$ cat src/rtl/cmdf_pkg.sv
package cmdf_pkg;

   localparam int ADDR_W = 40;
   localparam int LEN_W  = 21;

   typedef struct packed {
      logic              wait_req;
      logic [LEN_W-1:0]  len;
      logic [ADDR_W-1:0] addr;
   } seg_desc_t;

   function automatic seg_desc_t unpack_entry(input logic [31:0] lo, input logic [31:0] hi);
      seg_desc_t d;
      d.addr     = {hi[7:0], lo[31:2], 2'b00};
      d.len      = hi[30:10];
      d.wait_req = hi[31];
      return d;
   endfunction

endpackage

$ cat src/rtl/cmdf_fifo.sv
module cmdf_fifo #(
   parameter int WIDTH = 8,
   parameter int DEPTH = 4
) (
   input  logic             clk,
   input  logic             rst_n,
   input  logic             push,
   input  logic [WIDTH-1:0] wdata,
   input  logic             pop,
   output logic [WIDTH-1:0] rdata,
   output logic             empty,
   output logic             full
);
   localparam int PW = (DEPTH > 1) ? $clog2(DEPTH) : 1;
   localparam int CW = $clog2(DEPTH + 1);

   generate
      if (DEPTH < 2) begin : g_bad_depth
         $error("cmdf_fifo: DEPTH must be at least 2");
      end
   endgenerate

   logic [WIDTH-1:0] store [DEPTH];
   logic [PW-1:0]    wp_q, rp_q, wp_nx, rp_nx;
   logic [CW-1:0]    cnt_q;

   generate
      if ((DEPTH & (DEPTH - 1)) == 0) begin : g_pow2
         assign wp_nx = wp_q + 1'b1;
         assign rp_nx = rp_q + 1'b1;
      end else begin : g_wrap
         assign wp_nx = (wp_q == PW'(DEPTH - 1)) ? '0 : wp_q + 1'b1;
         assign rp_nx = (rp_q == PW'(DEPTH - 1)) ? '0 : rp_q + 1'b1;
      end
   endgenerate

   always_ff @(posedge clk) begin
      if (push) store[wp_q] <= wdata;
   end

   always_ff @(posedge clk) begin
      if (!rst_n) begin
         wp_q  <= '0;
         rp_q  <= '0;
         cnt_q <= '0;
      end else begin
         if (push) wp_q <= wp_nx;
         if (pop)  rp_q <= rp_nx;
         case ({push, pop})
            2'b10:   cnt_q <= cnt_q + 1'b1;
            2'b01:   cnt_q <= cnt_q - 1'b1;
            default: cnt_q <= cnt_q;
         endcase
      end
   end

   assign rdata = store[rp_q];
   assign empty = (cnt_q == '0);
   assign full  = (cnt_q == CW'(DEPTH));

   // nothing is written into a full store
   p_no_overflow_r12: assert property (@(posedge clk) disable iff (!rst_n)
      push |-> !full);
   // nothing is read from an empty store
   p_no_underflow_r10: assert property (@(posedge clk) disable iff (!rst_n)
      pop |-> !empty);

endmodule

$ cat src/rtl/cmdf_entry_dec.sv
module cmdf_entry_dec
   import cmdf_pkg::*;
(
   input  logic             clk,
   input  logic             rst_n,
   input  logic [31:0]      lo,
   input  logic [31:0]      hi,
   input  logic             first,
   input  logic             accept,
   output logic [ADDR_W-1:0] addr,
   output logic [LEN_W-1:0]  len,
   output logic             deferred
);
   seg_desc_t desc;
   logic      batch_wait_q;
   logic      prior_wait;

   always_comb begin
      desc       = unpack_entry(lo, hi);
      prior_wait = first ? 1'b0 : batch_wait_q;
      deferred   = prior_wait | desc.wait_req;
      addr       = desc.addr;
      len        = desc.len;
   end

   always_ff @(posedge clk) begin
      if (!rst_n)      batch_wait_q <= 1'b0;
      else if (accept) batch_wait_q <= deferred;
   end

   // a batch that has seen a wait keeps deferring until a new batch opens
   p_batch_sticky_r6: assert property (@(posedge clk) disable iff (!rst_n)
      (accept && deferred) |=> (accept && !first) |-> deferred);

endmodule

$ cat src/rtl/cmdf_seg_reader.sv
module cmdf_seg_reader
   import cmdf_pkg::*;
#(
   parameter int CH_W     = 3,
   parameter int RB_DEPTH = 8
) (
   input  logic              clk,
   input  logic              rst_n,
   input  logic              head_valid,
   input  logic [ADDR_W-1:0] head_addr,
   input  logic [LEN_W-1:0]  head_len,
   input  logic              head_deferred,
   input  logic [CH_W-1:0]   head_chan,
   output logic              head_pop,
   input  logic              intr,
   output logic              stop_done,
   output logic              chan_chg,
   output logic              rd_req_valid,
   input  logic              rd_req_ready,
   output logic [ADDR_W-1:0] rd_req_addr,
   output logic              tag_push,
   output logic              tag_last,
   input  logic              word_fire
);
   localparam int IW = $clog2(RB_DEPTH + 1);

   logic              active_q;
   logic [ADDR_W-1:0] addr_q;
   logic [LEN_W-1:0]  left_q;
   logic [CH_W-1:0]   prev_chan_q;
   logic              have_prev_q;
   logic [IW-1:0]     inflight_q;
   logic              stop_pend_q;
   logic              drained, credit_ok, rd_fire;

   assign drained   = (inflight_q == '0);
   assign credit_ok = (inflight_q < IW'(RB_DEPTH));
   assign head_pop  = head_valid && !active_q && !stop_pend_q && !intr &&
                      (!head_deferred || drained);

   assign rd_req_valid = active_q && credit_ok;
   assign rd_req_addr  = addr_q;
   assign rd_fire      = rd_req_valid && rd_req_ready;
   assign tag_push     = rd_fire;
   assign tag_last     = (left_q == LEN_W'(1));

   always_ff @(posedge clk) begin
      if (!rst_n) begin
         active_q    <= 1'b0;
         addr_q      <= '0;
         left_q      <= '0;
         prev_chan_q <= '0;
         have_prev_q <= 1'b0;
         chan_chg    <= 1'b0;
      end else begin
         chan_chg <= 1'b0;
         if (head_pop) begin
            active_q    <= (head_len != '0);
            addr_q      <= head_addr;
            left_q      <= head_len;
            prev_chan_q <= head_chan;
            have_prev_q <= 1'b1;
            chan_chg    <= !have_prev_q || (head_chan != prev_chan_q);
         end else if (rd_fire) begin
            addr_q <= addr_q + ADDR_W'(4);
            left_q <= left_q - 1'b1;
            if (left_q == LEN_W'(1)) active_q <= 1'b0;
         end
      end
   end

   always_ff @(posedge clk) begin
      if (!rst_n) begin
         inflight_q <= '0;
      end else begin
         case ({rd_fire, word_fire})
            2'b10:   inflight_q <= inflight_q + 1'b1;
            2'b01:   inflight_q <= inflight_q - 1'b1;
            default: inflight_q <= inflight_q;
         endcase
      end
   end

   always_ff @(posedge clk) begin
      if (!rst_n) begin
         stop_pend_q <= 1'b0;
         stop_done   <= 1'b0;
      end else begin
         stop_done <= 1'b0;
         if (stop_pend_q && !active_q) begin
            stop_pend_q <= 1'b0;
            stop_done   <= 1'b1;
         end
         if (intr) stop_pend_q <= 1'b1;
      end
   end

   // consecutive reads of one segment step by one word
   p_addr_step_r2: assert property (@(posedge clk) disable iff (!rst_n)
      (rd_fire && left_q > LEN_W'(1)) |=> (rd_req_addr == $past(rd_req_addr) + ADDR_W'(4)));
   // a channel pulse only follows a taken entry
   p_chg_after_take_r8: assert property (@(posedge clk) disable iff (!rst_n)
      chan_chg |-> $past(head_pop));
   // nothing is taken while a stop is pending
   p_stop_hold_r9: assert property (@(posedge clk) disable iff (!rst_n)
      stop_pend_q |-> !head_pop);
   // the pause pulse lasts one cycle
   p_stop_pulse_r9: assert property (@(posedge clk) disable iff (!rst_n)
      (stop_done && !$past(intr)) |=> !stop_done);
   // a deferred segment starts with nothing outstanding
   p_defer_start_r5: assert property (@(posedge clk) disable iff (!rst_n)
      (head_pop && head_deferred) |=> (inflight_q == '0));

endmodule

$ cat src/rtl/cmdlist_fetcher.sv
module cmdlist_fetcher
   import cmdf_pkg::*;
#(
   parameter int Q_DEPTH  = 4,
   parameter int RB_DEPTH = 8,
   parameter int CH_W     = 3
) (
   input  logic            clk,
   input  logic            rst_n,
   input  logic            ent_valid,
   output logic            ent_ready,
   input  logic [31:0]     ent_lo,
   input  logic [31:0]     ent_hi,
   input  logic [CH_W-1:0] ent_chan,
   input  logic            ent_first,
   input  logic            intr,
   output logic            stop_done,
   output logic            chan_chg,
   output logic            rd_req_valid,
   input  logic            rd_req_ready,
   output logic [39:0]     rd_req_addr,
   input  logic            rd_rsp_valid,
   input  logic [31:0]     rd_rsp_data,
   output logic            word_valid,
   input  logic            word_ready,
   output logic [31:0]     word_data,
   output logic            word_last,
   output logic            q_full,
   output logic            q_empty
);
   localparam int QW = CH_W + 1 + LEN_W + ADDR_W;

   generate
      if (Q_DEPTH < 2 || RB_DEPTH < 2) begin : g_bad_depth
         $error("cmdlist_fetcher: queue and response depths must be at least 2");
      end
      if (CH_W < 1) begin : g_bad_chan
         $error("cmdlist_fetcher: CH_W must be at least 1");
      end
   endgenerate

   logic              accept;
   logic [ADDR_W-1:0] dec_addr;
   logic [LEN_W-1:0]  dec_len;
   logic              dec_deferred;
   logic [QW-1:0]     q_wdata, q_rdata;
   logic              q_pop;
   logic              tag_push, tag_last_in, tag_empty, tag_full;
   logic              rsp_empty, rsp_full, word_fire;

   assign ent_ready = !q_full;
   assign accept    = ent_valid && ent_ready;

   cmdf_entry_dec u_dec (
      .clk      (clk),
      .rst_n    (rst_n),
      .lo       (ent_lo),
      .hi       (ent_hi),
      .first    (ent_first),
      .accept   (accept),
      .addr     (dec_addr),
      .len      (dec_len),
      .deferred (dec_deferred)
   );

   assign q_wdata = {ent_chan, dec_deferred, dec_len, dec_addr};

   cmdf_fifo #(.WIDTH(QW), .DEPTH(Q_DEPTH)) u_entq (
      .clk   (clk),
      .rst_n (rst_n),
      .push  (accept),
      .wdata (q_wdata),
      .pop   (q_pop),
      .rdata (q_rdata),
      .empty (q_empty),
      .full  (q_full)
   );

   cmdf_seg_reader #(.CH_W(CH_W), .RB_DEPTH(RB_DEPTH)) u_rd (
      .clk           (clk),
      .rst_n         (rst_n),
      .head_valid    (!q_empty),
      .head_addr     (q_rdata[ADDR_W-1:0]),
      .head_len      (q_rdata[ADDR_W +: LEN_W]),
      .head_deferred (q_rdata[ADDR_W+LEN_W]),
      .head_chan     (q_rdata[QW-1 -: CH_W]),
      .head_pop      (q_pop),
      .intr          (intr),
      .stop_done     (stop_done),
      .chan_chg      (chan_chg),
      .rd_req_valid  (rd_req_valid),
      .rd_req_ready  (rd_req_ready),
      .rd_req_addr   (rd_req_addr),
      .tag_push      (tag_push),
      .tag_last      (tag_last_in),
      .word_fire     (word_fire)
   );

   assign word_valid = !rsp_empty;
   assign word_fire  = word_valid && word_ready;

   cmdf_fifo #(.WIDTH(1), .DEPTH(RB_DEPTH)) u_tagq (
      .clk   (clk),
      .rst_n (rst_n),
      .push  (tag_push),
      .wdata (tag_last_in),
      .pop   (word_fire),
      .rdata (word_last),
      .empty (tag_empty),
      .full  (tag_full)
   );

   cmdf_fifo #(.WIDTH(32), .DEPTH(RB_DEPTH)) u_rspq (
      .clk   (clk),
      .rst_n (rst_n),
      .push  (rd_rsp_valid),
      .wdata (rd_rsp_data),
      .pop   (word_fire),
      .rdata (word_data),
      .empty (rsp_empty),
      .full  (rsp_full)
   );

   // a request is only raised while the tag store has room
   p_credit_r12: assert property (@(posedge clk) disable iff (!rst_n)
      rd_req_valid |-> !tag_full);
   // returned data always finds room
   p_rsp_room_r12: assert property (@(posedge clk) disable iff (!rst_n)
      rd_rsp_valid |-> !rsp_full);
   // every offered word has its last-flag waiting
   p_tag_align_r10: assert property (@(posedge clk) disable iff (!rst_n)
      word_valid |-> !tag_empty);
   // a full queue refuses entries
   p_full_refuse_r4: assert property (@(posedge clk) disable iff (!rst_n)
      q_full |-> !ent_ready);

endmodule

$ cat config.mk
export PLATFORM = sky130hd
export DESIGN_NAME = cmdlist_fetcher
export DESIGN_NICKNAME = d
export VERILOG_FILES = /design/src/rtl/cmdf_pkg.sv /design/src/rtl/cmdf_fifo.sv /design/src/rtl/cmdf_entry_dec.sv /design/src/rtl/cmdf_seg_reader.sv /design/src/rtl/cmdlist_fetcher.sv
export SDC_FILE = /design/constraint.sdc
export NUM_CORES = 1
export LEC_CHECK = 0
export BUFFER_PORTS_ARGS = -buffer_cell sky130_fd_sc_hd__buf_4
export CAP_MARGIN = 30
export CORE_MARGIN = 5
export CORE_UTILIZATION = 30
export DETAILED_ROUTE_END_ITERATION = 12
export HOLD_SLACK_MARGIN = 0.12
export PLACE_DENSITY_LB_ADDON = 0.1
export SLEW_MARGIN = 20
export SYNTH_ARGS = -nofsm -noshare
export SYNTH_HDL_FRONTEND = slang
export SYNTH_SLANG_ARGS = --single-unit
$ cat constraint.sdc
create_clock -name clk -period 4.49 [get_ports clk]
set_clock_uncertainty 0.15 [all_clocks]
set_input_delay 0.898 -clock clk [delete_from_list [all_inputs] [get_ports clk]]
set_output_delay 0.898 -clock clk [all_outputs]
set_load 0.02 [all_outputs]
* Word-level counts from Yosys, hierarchy flattened
Memories as Yosys holds them, arrays and structs flattened. A register that Yosys moved wholly into a read port is not among the register bits. Index checks and enable logic that the tools add are counted.
Storage, ports and cells: register bits after elaboration 97, latch bits 0, bits in writable memories 516, memory bits (read-only) 0, input bits 107, output and inout bits 80, logic and storage cells 103, memories kept 3
Cells by class: $add $sub $neg 14, $mul 0, div/mod/pow operators 0, $lt $le $gt $ge 1, eq/ne operators 9, shifts and indexed selects 0, multiplexer cells 26, bitwise operators 1, reduce and logical (&&, ||, !) cells 31
Memories:
- u_rspq.store | depth 8, width 32, rd ports 1, clocked after Yosys merged registers in 1, wr ports 1, RTL line cmdf_fifo.sv:23 | logic [WIDTH-1:0] store [DEPTH];
- u_entq.store | depth 4, width 63, rd ports 1, clocked after Yosys merged registers in 1, wr ports 1, RTL line cmdf_fifo.sv:23
- u_tagq.store | depth 8, width 1, rd ports 1, clocked after Yosys merged registers in 1, wr ports 1, RTL line cmdf_fifo.sv:23
Operators by type and width (number):
- $mux W40 | 2
- $mux W21 | 2
- $add A40 B3 Y40 const B | 1
- $eq A21 B1 Y1 const B | 1
- $reduce_bool A21 Y1 | 1
- $sub A21 B1 Y21 const B | 1
- $pmux W4 S2 | 2
- $add A3 B1 Y3 const B | 5
- $mux W1 | 13
- $mux W3 | 4
- $reduce_bool A2 Y1 | 6
- $logic_and A1 B1 Y1 | 9
- $add A4 B1 Y4 const B | 2
- $logic_not A1 Y1 | 8
- $logic_not A4 Y1 | 2
- $sub A4 B1 Y4 const B | 2
- $eq A2 B1 Y1 const B | 3
- $eq A2 B2 Y1 const B | 3
- $pmux W3 S2 | 1
- $add A2 B1 Y2 const B | 2
- $lt A4 B4 Y1 const B | 1
- $mux W2 | 2
- $reduce_and A2 Y1 | 2
- $eq A3 B3 Y1 const B | 1
- 5 further kinds | 6

* Logic depth before layout (Yosys ltp)
Gate-level depths: netlist (run 1).
depth after elaboration 8, mapped depth 13

* Modules after synthesis
A second synthesis (run 1) with hierarchy kept.
Unflattened totals: cell total of the unflattened synthesis 1489, area, all modules 25899.8 um^2
By module, submodules not included:
- cmdf_fifo (u_rspq) | times used 1, cells each 440, area an instance 10420.0 um^2, sequential area each 7947.6 um^2
- cmdf_fifo (u_entq) | times used 1, cells each 385, area an instance 9874.5 um^2, sequential area each 7987.7 um^2
- cmdf_seg_reader | times used 1, cells each 509, area an instance 4105.2 um^2, sequential area each 1461.4 um^2
- cmdf_fifo (u_tagq) | times used 1, cells each 82, area an instance 963.4 um^2, sequential area each 500.5 um^2
- cmdf_entry_dec | times used 1, cells each 68, area an instance 513.0 um^2, sequential area each 20.0 um^2
- cmdlist_fetcher | times used 1, cells each 5, area an instance 23.8 um^2, sequential area each 0.0 um^2

* Worst setup path before layout (run 1)
OpenSTA, ideal clock, no wires.
path kind input to register, from input rd_rsp_valid, to memory u_rspq.store[0][0] (enable), data arrival time 3198 ps, data required time 3879 ps, setup slack 681 ps, stages 2, buffers on the path 0, cell sequence nand2b_1 > nor3_1
Between the ends: word-level cells in the longest chain between the ends 2
Ends and longest elaborated chain:
- start, declared | RTL line cmdlist_fetcher.sv:22 | input logic rd_rsp_valid,
- $mux W1 | RTL line cmdf_fifo.sv:38 | if (push) store[wp_q] <= wdata;
- $mux W1 (not written as such) | RTL line cmdf_fifo.sv:38
- end, declared | RTL line cmdf_fifo.sv:23
Every way passes these cells.

==> out/results.ini, run 1 <==
[synth]
ys_seq_area_share_pct=72.6
synth_largest_type_area_fraction_pct=64.1
synth_area_per_cell_um2=17.8
number_of_instances_in_the_synthesized_netlist=1361
flops_latches_synth=619
synth.lib_cells_used.distinct=59
synth_top_cells_by_area=sky130_fd_sc_hd__edfxtp_1, sky130_fd_sc_hd__mux4_2, sky130_fd_sc_hd__dfxtp_1
number_of_flops_mapped_to_enable_cells_by_yosys=516
synth.cells.most_frequent=sky130_fd_sc_hd__edfxtp_1, sky130_fd_sc_hd__mux4_2, sky130_fd_sc_hd__dfxtp_1
synth.largest_area_cell=sky130_fd_sc_hd__edfxtp_1
async_flop_share_pct=0
synth_most_common_cell=sky130_fd_sc_hd__edfxtp_1
synthesis.area_mm2=0.0242
yosys_warning_total=0
synth_top_flop_cell=sky130_fd_sc_hd__edfxtp_1

[power]
power.leakage_nw=9.54
worst_ir_drop_vdd_mv=0.372
power_per_cell_area_mw_per_mm2=591

[finish]
fin_area_mm2=0.0293
layout-drive-gt1-share_pct=31.3
final_nets=1709
fillerInstances=7521
areaGrowthSynthToFinish_pct=21.3

[worst_setup_path]
cp.arrival_ps=2720
cp-end-kind=output port
worst_r2r_path_depth=7
worst_ep_required_time_ps=3440
crit_path_max_fanout=26
critical_path_class=flop to output port
critical_path.startpoint_type=flop

[route]
dr.pass1.iters=5
antenna_left=0
drc=0
via_count=12900
routed_wire_length_per_instance_um=22.2
dr.first_iter.drc_count=633
wirelength_mm=60.1
routed_via_density=4.78

[timing]
slew_headroom_pct=39.5
maxClockFrequency_mhz=266
fin_crit_ps=3760
finalSetupTns_ps=0
post-route-worst-setup-slack_ps=726
timing.final.crit_share_pct=83.8
tightest_slew_ps=908
rsz0062_at_grt=false
timing.final.max_slew_violations=0
final-hold-violation-count=0
setup_viol_count_final=0

[floorplanning]
die_w_um=294
die-area_mm2=0.0864
start_util_pct=30.1
floorplan.die.height_um=294
floorplan.core_area_mm2=0.0803
ios=187
site_row_count=104

[grt]
via_count_of_the_first_global_routing_pass=13700
initial_antenna_violation_count=12
maximum_number_of_pins_on_one_net_before_global_route_repair=54
grt_first_pass_wirelength_mm=90.1
groute.usage.overall_pct=13.8
globalRouteOverflowTotal=0

[clock_tree]
cts.sink_count=619
clock_tree_from_tritoncts=done
cts-buffers-inserted=74
clockBufferDepth=3
clock_insertion_delay_worst_skew_ps=600
cts_hold_buffers=0
cts_post_setup_buffers_inserted=0
ctsResizeCount=0
ctsRootBufferMaster=sky130_fd_sc_hd__clkbuf_16
cts-htree-levels=3
worst_setup_hold_path_clk_slew_ps=60

[min_path]
min-delay-start=u_rd.stop_pend_q
hp-class=flop to flop
holdPathStages=2

[placement]
place_area_mm2=0.0269
hpwl_mm=36.3
count_of_buffers_from_port_buffering=180
gp_routability_congestion=0.741
pre_cts_ws_ps=864

[job]
maxCapViolCount=0

[run_status]
outcome=finished, final reports clean

-- worst paths after layout --
check,endpoint,slack (ps)
worst max-delay path,word_data[18],730
worst min register to register,u_rd.stop_done,300
worst min-delay path,u_rd.stop_done,300
worst max register to register,u_rd.left_q[7],1300
-- metrics by stage --
| step | util (%) | hold slack [ps] | instances | power (W) |
|---|---|---|---|---|
| 2_1_floorplan | - | 269 | 1362 | 0.0102 |
| 3_3_place_gp | 33.5 | 298 | 2564 | 0.0117 |
| 3_5_place_dp | 33.5 | 308 | 2564 | 0.0118 |
| 4_1_cts | 36.5 | 282 | 2700 | 0.0177 |
| 5_1_grt | 36.5 | 297 | 2701 | 0.0183 |
| 6_report | 36.5 | 305 | 2705 | 0.0173 |
-- registers in the layout (all words and copies together) (netlist names), 2 cells and up, named ones only --
signal and count:
u_rd.left_q 21, u_entq.store 252, u_rspq.cnt_q 4, u_rspq.rp_q 3
u_entq.wp_q 2, u_tagq.rp_q 3, u_entq.rp_q 2, u_rd.prev_chan_q 3
u_rd.inflight_q 4, u_entq.cnt_q 3, u_rspq.store 256, u_tagq.wp_q 3
u_rspq.wp_q 3, u_rd.rd_req_addr 38, u_tagq.store 8
-- final cells by class --
cell class | instances | area (µm²) | area share [%]
inverters | 27 | 101 | 0.346
diodes | 4 | 10.0 | 0.0341
clock inverters | 40 | 308 | 1.05
flip-flops and latches | 619 | 17600 | 59.9
repair buffers | 215 | 1660 | 5.67
clock buffers | 96 | 2080 | 7.09
well taps | 1060 | 1330 | 4.52
multi-input cells | 644 | 6270 | 21.4
-- layout by cell type (no fill, tap or decap), types with 6 or more instances in the layout --
cell type and n:
sky130_fd_sc_hd__a31oi_1 9, sky130_fd_sc_hd__o21ai_0 31, sky130_fd_sc_hd__or4_1 13, sky130_fd_sc_hd__nor4_1 20, sky130_fd_sc_hd__inv_1 24, sky130_fd_sc_hd__o31ai_1 8
sky130_fd_sc_hd__xnor2_1 21, sky130_fd_sc_hd__dfxtp_1 99, sky130_fd_sc_hd__xor2_1 20, sky130_fd_sc_hd__nor2_1 76, sky130_fd_sc_hd__clkbuf_1 11, sky130_fd_sc_hd__a211oi_1 12
sky130_fd_sc_hd__a21oi_1 57, sky130_fd_sc_hd__buf_4 211, sky130_fd_sc_hd__ha_1 18, sky130_fd_sc_hd__clkbuf_16 77, sky130_fd_sc_hd__nor3_1 24, sky130_fd_sc_hd__clkinv_2 12
sky130_fd_sc_hd__nand2_1 48, sky130_fd_sc_hd__nand3_1 20, sky130_fd_sc_hd__clkinv_1 19, sky130_fd_sc_hd__nor2_2 6, sky130_fd_sc_hd__edfxtp_1 516, sky130_fd_sc_hd__clkbuf_8 8
sky130_fd_sc_hd__mux2_2 34, sky130_fd_sc_hd__a311oi_1 6, sky130_fd_sc_hd__or3_1 9, sky130_fd_sc_hd__nand4_1 11, sky130_fd_sc_hd__mux4_2 129
-- cell families after synthesis --
logic type      synth area share [%]
compound gates                  4.08
xor+xnor                        1.49
fa+ha+maj                       1.18
buf+inv                         1.67
flops                           72.6
mux                             13.7
other cells                   0.0155
simple gates                    5.28
-- power breakdown --
part,leakage [nW],internal (W),total [W],switching (W)
Clock,1.18,0.00345,0.00581,0.00236
Combinational,2.80,0.00190,0.00416,0.00226
Sequential,5.56,0.00683,0.00737,0.000538
Total,9.54,0.0122,0.0173,0.00516
-- worst max-delay path, cell delays in order (launching register included) --
cell and delay (ps):
sky130_fd_sc_hd__dfxtp_4 720, sky130_fd_sc_hd__buf_4 390, sky130_fd_sc_hd__mux4_2 550, sky130_fd_sc_hd__mux2_2 280, sky130_fd_sc_hd__buf_4 160
-- per-layer routing --
layer	up-vias	GRT usage, %	wire length, µm
met3	111	4.14	3810
met4	16	3.81	1380
met5	-	0	93
li1	5934	-	-
met2	263	23.6	30000
met1	6611	17.1	24800
(Power assumes the default switching activity.)
==> run 2, diff against run 1 <==
Clock period 4.49 ns to 3.4 ns, I/O delays scaled along.
==> run 2 against run 1 <==
- cell count up 3.3%
- sequential power up 30%
- flip-flop and latch count unchanged
- routed wire length up 0.63%
- register-to-register slack worse by 1000 ps
- clock power up 39%
- global-route usage about the same
- non-clock buffer count up 96
- cell area up 3.9%
- hold slack worse by 150 ps
- utilization up 1.4 points
- critical path type unchanged
- largest cell class unchanged
- highest routed layer unchanged
==> out/results.ini, run 2 (same netlist as run 1, synthesis figures left out) <==
[route]
routed_wire_length_per_instance_um=21.6
drc=0
wirelength_mm=60.4
antenna_left=0
dr.first_iter.drc_count=688
dr.pass1.iters=6
routed_via_density=4.76
via_count=13300

[worst_setup_path]
crit_path_max_fanout=22
cp-end-kind=output port
worst_ep_required_time_ps=2570
critical_path.startpoint_type=flop
critPathMaxStageDelay_ps=510
cp.arrival_ps=2330
critical_path_class=flop to output port
critical-path-slowest-cell=sky130_fd_sc_hd__mux4_2
cp_cell_sequence=buf_12, mux4_2, mux2_2, buf_4

[timing]
maxClockFrequency_mhz=316
timing.final.crit_share_pct=93.0
rsz0062_at_grt=false
slew_headroom_pct=47.3
hold-worst-slack_ps=154
finalSetupTns_ps=0
fin_crit_ps=3160
final-hold-violation-count=0
tightest_slew_ps=791
setup_viol_count_final=0
timing.final.max_slew_violations=0

[grt]
groute.usage.overall_pct=13.8
initial_antenna_violation_count=7
maximum_number_of_pins_on_one_net_before_global_route_repair=82
via_count_of_the_first_global_routing_pass=14300
globalRouteOverflowTotal=0
grt_first_pass_wirelength_mm=90.8

[floorplanning]
start_util_pct=30.1
ios=187
die-area_mm2=0.0864
floorplan.die.height_um=294
floorplan.core_area_mm2=0.0803
die_w_um=294
site_row_count=104

[finish]
mostFrequentLayoutCell=sky130_fd_sc_hd__edfxtp_1
fillerInstances=7434
layout_common_cells=sky130_fd_sc_hd__edfxtp_1, sky130_fd_sc_hd__buf_4, sky130_fd_sc_hd__mux4_2, sky130_fd_sc_hd__dfxtp_1, sky130_fd_sc_hd__dlygate4sd3_1
areaGrowthSynthToFinish_pct=26.0
largest_register=u_rspq.store
final_nets=1803
layout-drive-gt1-share_pct=30.8
largest_register_ffs=256

[power]
power_per_cell_area_mw_per_mm2=774
worst_ir_drop_vdd_mv=0.369
power.leakage_nw=10.0

[clock_tree]
ctsRootBufferMaster=sky130_fd_sc_hd__clkbuf_16
cts.sink_count=619
clock_tree_from_tritoncts=done
ctsResizeCount=0
cts-htree-levels=3
clock_insertion_delay_worst_skew_ps=600
clockBufferDepth=3
cts-buffers-inserted=72
worst_setup_hold_path_clk_slew_ps=50

[min_path]
hp-class=input pin to flop

[placement]
gp_routability_congestion=0.732
count_of_buffers_from_port_buffering=180
hpwl_mm=37.3

[run_status]
outcome=finished, final reports clean

[job]
maxCapViolCount=0

[run 2: changes by cell type in the layout (fill, tap and decap cells not counted), moves of 3 or more]
cell,previous run,this run
sky130_fd_sc_hd__buf_12,4,14
sky130_fd_sc_hd__buf_4,211,220
sky130_fd_sc_hd__clkbuf_8,8,2
sky130_fd_sc_hd__clkbuf_16,77,74
sky130_fd_sc_hd__clkinv_1,19,16
sky130_fd_sc_hd__bufinv_16,3,12
sky130_fd_sc_hd__dlygate4sd3_1,0,77
[run 2: final cells by class]
class / count / area (µm²) / area share (%)
multi-input cells: 644 / 6280 / 20.6
well taps: 1060 / 1330 / 4.35
clock inverters: 46 / 569 / 1.87
flip-flops and latches: 619 / 17600 / 57.7
repair buffers: 311 / 2700 / 8.87
diodes: 2 / 5.00 / 0.0164
inverters: 27 / 101 / 0.333
clock buffers: 86 / 1920 / 6.29
[run 2: report_power, final]
group          internal (W)  switching, W
Sequential          0.00902      0.000589
Combinational       0.00275       0.00316
Clock               0.00495       0.00311
Total                0.0167       0.00686
[run 2: path summary, 6_finish.rpt]
path | from | to | slack, ps | cells after the start
max | flop | word_data[14] | 240 | 4
min | ent_hi[1] | u_entq.store[0][31] | 150 | 1
max reg2reg | u_rspq.cnt_q[0] | u_rspq.cnt_q[3] | 300 | 10
min reg2reg | u_rd.stop_pend_q | u_rd.stop_done | 290 | 2
[run 2: through the flow]
stage | utilization, % | cells | area, µm² | total power [W] | setup slack (ps)
2_1_floorplan | - | 1362 | 24200 | 0.0134 | 38.7
3_3_place_gp | 33.8 | 2576 | 27200 | 0.0156 | 308
3_5_place_dp | 33.8 | 2576 | 27200 | 0.0157 | 334
4_1_cts | 37.9 | 2785 | 30400 | 0.0239 | 12.2
5_1_grt | 37.9 | 2793 | 30500 | 0.0248 | 103
6_report | 38.0 | 2795 | 30500 | 0.0236 | 238
[run 2: what timing repair did]
item | CTS | global route
setup endpoints to repair | 0 | 6
buffers inserted | 0 | 8
hold endpoints to repair | 346 | 0
hold buffers | 77 | 0
[run 2: critical path: cells and delay by family, from the launching register on]
| kind | cells | cell delay [ps] |
|---|---|---|
| flip-flops | 1 | 470 |
| buffers and inverters | 2 | 430 |
| multiplexers | 2 | 820 |
[run 2: per-layer routing]
layer / wire length (µm) / global-route usage (%) / share of wire, %
met1: 25300 / 17.3 / 42
met2: 30900 / 24.3 / 51
met3: 2790 / 2.97 / 4.6
met4: 1400 / 3.88 / 2.3
met5: 55 / 0 / 0.091
==> run 3, diff against run 2 <==
Clock period 3.4 ns to 3.8 ns, I/O delays scaled along.
==> run 3 against run 2 <==
- count of clock-buffer cells in the layout increased by 4
- flip-flop and latch count unchanged
- global-route usage decreased by 0.14 points
- register-to-register slack improved by 470 ps
- first-iteration DRC count increased by 3.9%
- clock power decreased by 17%
- utilization decreased by 1.4 points
- routed wire length decreased by 1.6%
- hold slack improved by 31 ps
- die area unchanged
- largest power group unchanged
- highest routed layer unchanged
==> out/results.ini, run 3 (same netlist as run 1, synthesis figures left out) <==
[finish]
fillerInstances=7501
largest_register=u_rspq.store
final_nets=1708
layout_common_cells=sky130_fd_sc_hd__edfxtp_1, sky130_fd_sc_hd__buf_4, sky130_fd_sc_hd__mux4_2, sky130_fd_sc_hd__dfxtp_1, sky130_fd_sc_hd__nor2_1
largest_register_ffs=256
areaGrowthSynthToFinish_pct=21.3
layout-drive-gt1-share_pct=30.9
final_cell_count_no_fill=2697
mostFrequentLayoutCell=sky130_fd_sc_hd__edfxtp_1
final_cell_utilization_of_the_core_pct=36.5

[job]
maxCapViolCount=0

[route]
dr.first_iter.drc_count=715
dr.pass1.iters=5
m1_wl_mm=24.9
met2_wirelength_mm=29.8
via_count=12900
drc=0
routed_wire_length_per_instance_um=22.0
routed_via_density=4.78
routed-wl-met3_mm=3.62
top_layer=met5
wirelength_mm=59.5
antenna_left=0

[worst_setup_path]
cp.arrival_ps=2560
critical-path-top-cell-by-count=sky130_fd_sc_hd__buf_4
critPathMaxStageDelay_ps=570
cp_cell_sequence=buf_4, mux4_2, mux2_2, buf_4
critical_path_class=flop to output port
worst_ep_required_time_ps=2890
crit_path_max_fanout=16
critical-path-slowest-cell=sky130_fd_sc_hd__dfxtp_4
cp-end-kind=output port
critical_path.startpoint_type=flop

[timing]
hold-worst-slack_ps=185
tightest_slew_ps=704
timing.final.max_slew_violations=0
rsz0062_at_grt=false
maxClockFrequency_mhz=288
timing.final.crit_share_pct=91.4
setup_viol_count_final=0
slew_headroom_pct=53.1
finalSetupTns_ps=0
final-hold-violation-count=0
fin_crit_ps=3470

[clock_tree]
cts-buffers-inserted=72
ctsResizeCount=0
clockBufferDepth=3
cts.sink_count=619
ctsRootBufferMaster=sky130_fd_sc_hd__clkbuf_16
cts_hold_buffers=0
cts_post_setup_buffers_inserted=0
cts-htree-levels=3
clock_insertion_delay_worst_skew_ps=620
worst_setup_hold_path_clk_slew_ps=60
clock_tree_from_tritoncts=done

[floorplanning]
ios=187
site_row_count=104
start_util_pct=30.1
floorplan.die.height_um=294
die_w_um=294
die-area_mm2=0.0864
floorplan.core_area_mm2=0.0803

[placement]
gp_routability_congestion=0.728
count_of_buffers_from_port_buffering=180
hpwl_mm=36.2
placed_cells=2565

[grt]
groute.usage.overall_pct=13.7
via_count_of_the_first_global_routing_pass=13700
maximum_number_of_pins_on_one_net_before_global_route_repair=82
grt_first_pass_wirelength_mm=89.7
globalRouteOverflowTotal=0
initial_antenna_violation_count=11

[min_path]
hp-class=input pin to flop

[power]
report.power.total_w=0.0204
worst_ir_drop_vdd_mv=0.307
power_per_cell_area_mw_per_mm2=695
power.leakage_nw=9.49

[run_status]
outcome=finished, final reports clean

run 3: where the power goes:
part | internal [W] | switching, W | total [W]
logic | 0.00229 | 0.00270 | 0.00499
registers | 0.00807 | 0.000603 | 0.00867
clock network | 0.00393 | 0.00278 | 0.00671
run 3: path summary, 6_finish.rpt:
kind	start	to	slack (ps)	cells past startpoint
worst max register to register	u_rspq.cnt_q[0]	u_rd.inflight_q[3]	770	10
worst min register to register	u_rd.stop_pend_q	u_rd.stop_done	300	2
worst max-delay path	flop	word_data[28]	330	4
worst min-delay path	ent_lo[19]	u_entq.store[2][17]	180	1
run 3: cell type report:
class	instances	area [µm²]	area share, %
antenna	5	12.5	0.0427
tap	1060	1330	4.52
inverter	27	101	0.345
clock inverter	36	408	1.39
sequential	619	17600	59.9
clock buffer	90	1900	6.48
multi-input combinational	644	6270	21.4
timing repair buffer	216	1750	5.95
run 3: critical path, delay by kind of cell (launching register included):
family	cells	cell delay, ps
multiplexers	2	840
flip-flops	1	570
buffers and inverters	2	540
run 3: per-stage QoR:
step	setup slack, ps	cell area [µm²]
floorplan	129	24200
global placement	648	27000
detailed placement	635	27000
CTS	212	29300
global route	174	29300
finish	326	29300
run 3: per-layer routing:
layer / global-route usage [%] / vias up
met4: 3.50 / 12
met2: 23.4 / 240
met1: 17.3 / 6643
li1: - / 5900
met3: 3.89 / 89
met5: 0 / -
